**src/rtl/mod_stepper_pkg.sv**
```systemverilog
package mod_stepper_pkg;

    localparam int BYTE_W = 8;
    localparam int OFF_W  = 16;
    localparam int LIM_W  = BYTE_W + 1;

    typedef struct packed {
        logic             mode;
        logic             busy;
        logic [OFF_W-1:0] skip;
    } step_state_t;

    function automatic logic [LIM_W-1:0] expand_limit(input logic [BYTE_W-1:0] raw);
        logic [LIM_W-1:0] r;
        if (raw == '0) r = LIM_W'(1) << BYTE_W;
        else           r = {1'b0, raw};
        return r;
    endfunction

endpackage

```
**src/rtl/mod_axis_counter.sv**
```systemverilog
module mod_axis_counter
    import mod_stepper_pkg::*;
(
    input  logic              clk,
    input  logic              rst,
    input  logic              clear,
    input  logic [BYTE_W-1:0] lim_raw,
    input  logic              adv,
    output logic              at_lim
);
    logic [LIM_W-1:0] cnt_q;
    logic [LIM_W-1:0] lim_q;

    always_ff @(posedge clk) begin
        if (rst) begin
            cnt_q <= '0;
            lim_q <= expand_limit('0);
        end else if (clear) begin
            cnt_q <= '0;
            lim_q <= expand_limit(lim_raw);
        end else if (adv) begin
            if (cnt_q == lim_q) cnt_q <= '0;
            else                cnt_q <= cnt_q + LIM_W'(1);
        end
    end

    assign at_lim = (cnt_q == lim_q);

    // the counter never runs past its limit
    a_r4_cnt_within_lim: assert property (@(posedge clk) disable iff (rst)
        cnt_q <= lim_q);
    // a latched limit is never zero
    a_r2_lim_nonzero: assert property (@(posedge clk) disable iff (rst)
        lim_q != '0);
    // a clear leaves the counter at zero
    a_r3_clear_zero: assert property (@(posedge clk) disable iff (rst)
        clear |=> cnt_q == '0);

endmodule

```
**src/rtl/mod_chan_skip.sv**
```systemverilog
module mod_chan_skip
    import mod_stepper_pkg::*;
(
    input  logic             flag,
    input  logic             row_step,
    input  logic [OFF_W-1:0] skip,
    input  logic [OFF_W-1:0] off_in,
    output logic [OFF_W-1:0] addend,
    output logic [OFF_W-1:0] off_out
);
    always_comb begin
        addend  = (row_step && flag) ? skip : '0;
        off_out = off_in + addend;
    end
endmodule

```
**src/rtl/mod_stepper.sv**
```systemverilog
module mod_stepper
    import mod_stepper_pkg::*;
#(
    parameter int NCH = 2
) (
    input  logic                 clk,
    input  logic                 rst,
    input  logic                 mod_feature_en,
    input  logic                 desc_load,
    input  logic [7:0]           desc_len_lo,
    input  logic [7:0]           desc_len_hi,
    input  logic [7:0]           desc_mod_lo,
    input  logic [7:0]           desc_mod_hi,
    input  logic [NCH-1:0]       desc_chan_mod,
    input  logic                 elem_done,
    input  logic                 lin_done,
    input  logic [NCH*16-1:0]    chan_off_in,
    output logic [NCH*16-1:0]    chan_addend,
    output logic [NCH*16-1:0]    chan_off_out,
    output logic                 mod_active,
    output logic                 xfer_end
);
    step_state_t    st_q;
    logic [NCH-1:0] flag_q;
    logic           step, col_at, row_at, row_step, end_pulse, sel_mode;

    assign sel_mode = mod_feature_en && (desc_chan_mod != '0);

    always_ff @(posedge clk) begin
        if (rst) begin
            st_q   <= '0;
            flag_q <= '0;
        end else if (desc_load) begin
            st_q.mode <= sel_mode;
            st_q.busy <= sel_mode;
            st_q.skip <= {desc_mod_hi, desc_mod_lo};
            flag_q    <= desc_chan_mod;
        end else if (end_pulse) begin
            st_q.busy <= 1'b0;
        end
    end

    assign step      = st_q.busy && elem_done && !desc_load;
    assign row_step  = step && col_at && !row_at;
    assign end_pulse = step && col_at && row_at;

    mod_axis_counter u_col (
        .clk(clk), .rst(rst), .clear(desc_load), .lim_raw(desc_len_lo),
        .adv(step), .at_lim(col_at)
    );

    mod_axis_counter u_row (
        .clk(clk), .rst(rst), .clear(desc_load), .lim_raw(desc_len_hi),
        .adv(row_step), .at_lim(row_at)
    );

    for (genvar c = 0; c < NCH; c++) begin : g_chan
        mod_chan_skip u_skip (
            .flag    (flag_q[c]),
            .row_step(row_step),
            .skip    (st_q.skip),
            .off_in  (chan_off_in[c*OFF_W +: OFF_W]),
            .addend  (chan_addend[c*OFF_W +: OFF_W]),
            .off_out (chan_off_out[c*OFF_W +: OFF_W])
        );
    end

    assign mod_active = st_q.mode;
    assign xfer_end   = st_q.mode ? end_pulse : lin_done;

    // an addend only appears on an element strobe in modulo mode
    a_r4_addend_on_strobe: assert property (@(posedge clk) disable iff (rst)
        (chan_addend != '0) |-> (elem_done && mod_active));
    // an end pulse in modulo mode leaves the stepper idle
    a_r5_end_goes_idle: assert property (@(posedge clk) disable iff (rst)
        (mod_active && xfer_end) |=> !st_q.busy);
    // an idle stepper emits no addend and no modulo end
    a_r7_idle_quiet: assert property (@(posedge clk) disable iff (rst)
        !st_q.busy |-> (chan_addend == '0) && !(mod_active && xfer_end));
    // a busy stepper is always in modulo mode
    a_r1_busy_implies_mode: assert property (@(posedge clk) disable iff (rst)
        st_q.busy |-> mod_active);

endmodule

```
**config.mk**
```make
export PLATFORM = sky130hd
export DESIGN_NAME = mod_stepper
export DESIGN_NICKNAME = d
export VERILOG_FILES = /design/src/rtl/mod_stepper_pkg.sv /design/src/rtl/mod_axis_counter.sv /design/src/rtl/mod_chan_skip.sv /design/src/rtl/mod_stepper.sv
export SDC_FILE = /design/constraint.sdc
export NUM_CORES = 1
export LEC_CHECK = 0
export BUFFER_PORTS_ARGS = -buffer_cell sky130_fd_sc_hd__clkbuf_2
export CAP_MARGIN = 40
export CORE_ASPECT_RATIO = 0.6
export CORE_MARGIN = 2
export CORE_UTILIZATION = 40
export CTS_BUF_LIST = sky130_fd_sc_hd__clkbuf_4
export DETAILED_ROUTE_END_ITERATION = 7
export GPL_TIMING_DRIVEN = 0
export PLACE_DENSITY = 0.66
export SYNTH_ARGS = -nofsm -noshare
export SYNTH_HDL_FRONTEND = slang
export SYNTH_SLANG_ARGS = --single-unit
export TNS_END_PERCENT = 10
```
**constraint.sdc**
```tcl
create_clock -name clk -period 4.1 [get_ports clk]
set_input_delay 0.41 -clock clk [delete_from_list [all_inputs] [get_ports clk]]
set_output_delay 0.41 -clock clk [all_outputs]
set_load 0.05 [all_outputs]
```
==> metrics <==
final hold slack about 250 ps; clk_lat worst skew 390 ps; status finished, violations left; Nets between 700 and 800; setup_tns -3.81 ps; Util after Layout between 50% and 60%; Leakage 2.78 nW; warnings from Yosys 0; slew margin rel. 48.4%; WP data arrival between 3000 and 4000 ps; Worst-Margin Slew 774 ps; Synth Cell Area approximately 4000 sq um; clock slew at reported path FFs 160 ps; CTS hold repair buffers 0; Primary FF master, synth dfxtp_1; pwr dens 199 nW/um^2; fmax 0.244 GHz; R2R Setup Slk ~2100 ps; starting density of the core 40.9%; DR vias 3932; Worst Hold Path EP st_q[15]; Mapped Cells between 400 and 500; Num CTS Buffers 5; layout cells sized above 1 41.4%; I/O Pins 138; placed cells 740; cells along the critical path xnor2_2, nand4_1, nor4_4, buf_4, and3_4, buf_8, and2_4, ha_4, inv_2, fa_2, nor2b_2, o31a_1, o21ai_2, o21ai_4, o41ai_4, xnor2_2, buf_8; Post-DP Area 4970 sq um; RSZ-0062 raised after global routing true; Tcrit/Tclk final 100%; final hold viol count 0; drt wl/cell 16.0 microns; largest net degree at the start of global routing 17; CTS Sinks 56; critical path class flip-flop to primary output; Final Skew approximately 9.2 ps; R2R depth 9; CTS tree built; first-pass GRT wire length 19.1 mm; Final ANT Viol Nets 0; Max clock buf depth 2; antenna violations before repair 0; Max-cap violations 0; gpl congestion 0.891; gr usage total 22.2%; drt initial violations 180; Finished Layout Cells 760; die height 81.7 microns; most frequent cells in the layout clkbuf_2, nor2_1, dfxtp_1; final count of pins violating max slew 0; drt via density 5.17; post-route cell area ~5700 sq um; hold path cells 3; vias in the first global route approximately 3.8k; hpwl dp 9.39 mm; part of the Yosys area used for sequential elements between 20 and 30%; H-Tree Depth 2; setup ws final -3.81 ps; Distinct cells, synth between 40 and 50; min cycle time layout 4100 ps; Buffers on Ports roughly 140; EDFF count, synth 0; Req. time, crit path between 3000 and 4000 ps; DRT Pass-1 Iters 4; failing checks setup timing; CTS Root Cell clkbuf_4; syn nets ~580; crit path capture type primary output; row cnt 28; n_diodes 0; synthesis-to-finish area growth 41.0%; Post-Route WL 12.2 mm; VDD IR max 0.114 mV; #FFs+latches synth 56; Setup crit start kind flip-flop; die area 10900 sq um; Mapped Avg Cell Area 8.59 sq um; Crit-path slowest cell fa_2; min-delay src desc_mod_hi[7]; commonest non-fill, non-tap cell in the layout clkbuf_2; R2R Path Start u_col.lim_q[8]; Hold WC Path Type primary input to flip-flop; total grt overflow 0; Residual DRC 0; delay of the slowest critical-path stage just under 400 ps; Worst Path Max Fanout 8; R2R Path End u_row.cnt_q[1]; FFs w/ async S/R, synth 0%; chip width 134 microns; Finish-stage setup viols 1; core area ~10000 sq um
[cell families after synthesis]
family / share of synthesized area (%)
muxes: 9.22
DFF: 27.8
xor gates and xnor gates: 12.8
buffers and inverters: 3.70
and+or+nand+nor: 22.7
AOI/OAI and AO/OA: 12.9
adders and majority gates: 10.9
[timing repair]
item | CTS | global route
endpoints found under the setup margin | 22 | 18
resized for setup | 90 | 67
setup buffers | 12 | 5
pin swaps | 24 | 23
[cell type report]
cell class | instances | area (sq um)
plain buffers | 16 | 103
clock buffers | 6 | 45.0
clock inverters | 2 | 11.3
fillers | 887 | 4160
inverters | 14 | 56.3
multi-input cells | 378 | 3220
flip-flops and latches | 56 | 1150
well taps | 135 | 169
repair buffers | 153 | 931
[how the worst max path moves through the flow]
| stage | from | end | slack [ps] | cells past startpoint |
|---|---|---|---|---|
| finish | u_col.lim_q[8] | chan_off_out[12] | -4 | 17 |
| floorplan | desc_load | chan_off_out[13] | -260 | 15 |
| CTS | st_q[16] | chan_off_out[12] | -130 | 18 |
| global placement | desc_load | chan_off_out[15] | -710 | 17 |
| global route | u_col.cnt_q[3] | chan_off_out[12] | -210 | 17 |
| detailed placement | desc_load | chan_off_out[15] | -750 | 17 |
[Yosys cell counts, drive strengths merged (3+ instances only)]
| cell type | count | share of area (%) |
|---|---|---|
| a211oi | 4 | 0.75 |
| a21o | 14 | 2.6 |
| a21oi | 11 | 1.4 |
| a311o | 4 | 0.99 |
| a31oi | 3 | 0.47 |
| and2 | 31 | 4.9 |
| and3 | 10 | 1.7 |
| and4 | 3 | 0.65 |
| buf | 7 | 1.1 |
| clkbuf | 14 | 1.3 |
| dfxtp | 56 | 28 |
| ha | 32 | 9.9 |
| inv | 14 | 1.3 |
| mux2i | 36 | 8.9 |
| nand2 | 9 | 0.84 |
| nand2b | 3 | 0.47 |
| nand3 | 5 | 0.62 |
| nand4 | 20 | 3.3 |
| nor2 | 74 | 6.9 |
| nor2b | 6 | 0.93 |
| nor3 | 5 | 0.62 |
| nor4 | 6 | 1.3 |
| o21a | 6 | 1.1 |
| o21ai | 18 | 2.2 |
| o31a | 3 | 0.65 |
| xnor2 | 29 | 6.3 |
| xor2 | 27 | 5.9 |
[routing by layer]
layer | vias to the layer above | GRT usage (%) | share of wire, %
li1 | 1959 | - | -
met1 | 1863 | 32.6 | 52
met5 | - | 0 | 0
met2 | 97 | 34.0 | 43
met3 | 13 | 4.01 | 4.2
met4 | 0 | 4.79 | 0.87
[stage by stage]
step	total power (W)	worst slack, ps
global placement	0.000849	-706
global route	0.00118	-206
finish	0.00113	-3.81
detailed placement	0.000854	-754
CTS	0.00112	-133
floorplan	0.000772	-259
[critical path, delay by kind of cell, from the launching register on]
kind / cells / cell delay, ps
adder cells (fa/ha/maj): 2 / 540
buffers and inverters: 4 / 500
XOR/XNOR: 2 / 370
flip-flops: 1 / 370
AND/OR/NAND/NOR: 5 / 920
AO/OA/AOI/OAI: 4 / 580
[flip-flops by register name, summed over array words and instances, names as in the netlist]
name,count
st_q,17
u_col.cnt_q,9
u_col.lim_q,9
u_row.cnt_q,9
u_row.lim_q,9
flag_q,2
mod_active,1
[where the power goes]
part | internal [W] | switching, W | leakage [nW]
sequential | 0.000565 | 0.0000187 | 0.466
combinational | 0.000122 | 0.000171 | 2.28
clock | 0.0000724 | 0.000178 | 0.0293
total | 0.000760 | 0.000369 | 2.78
Power figures use the tool's default switching activity.
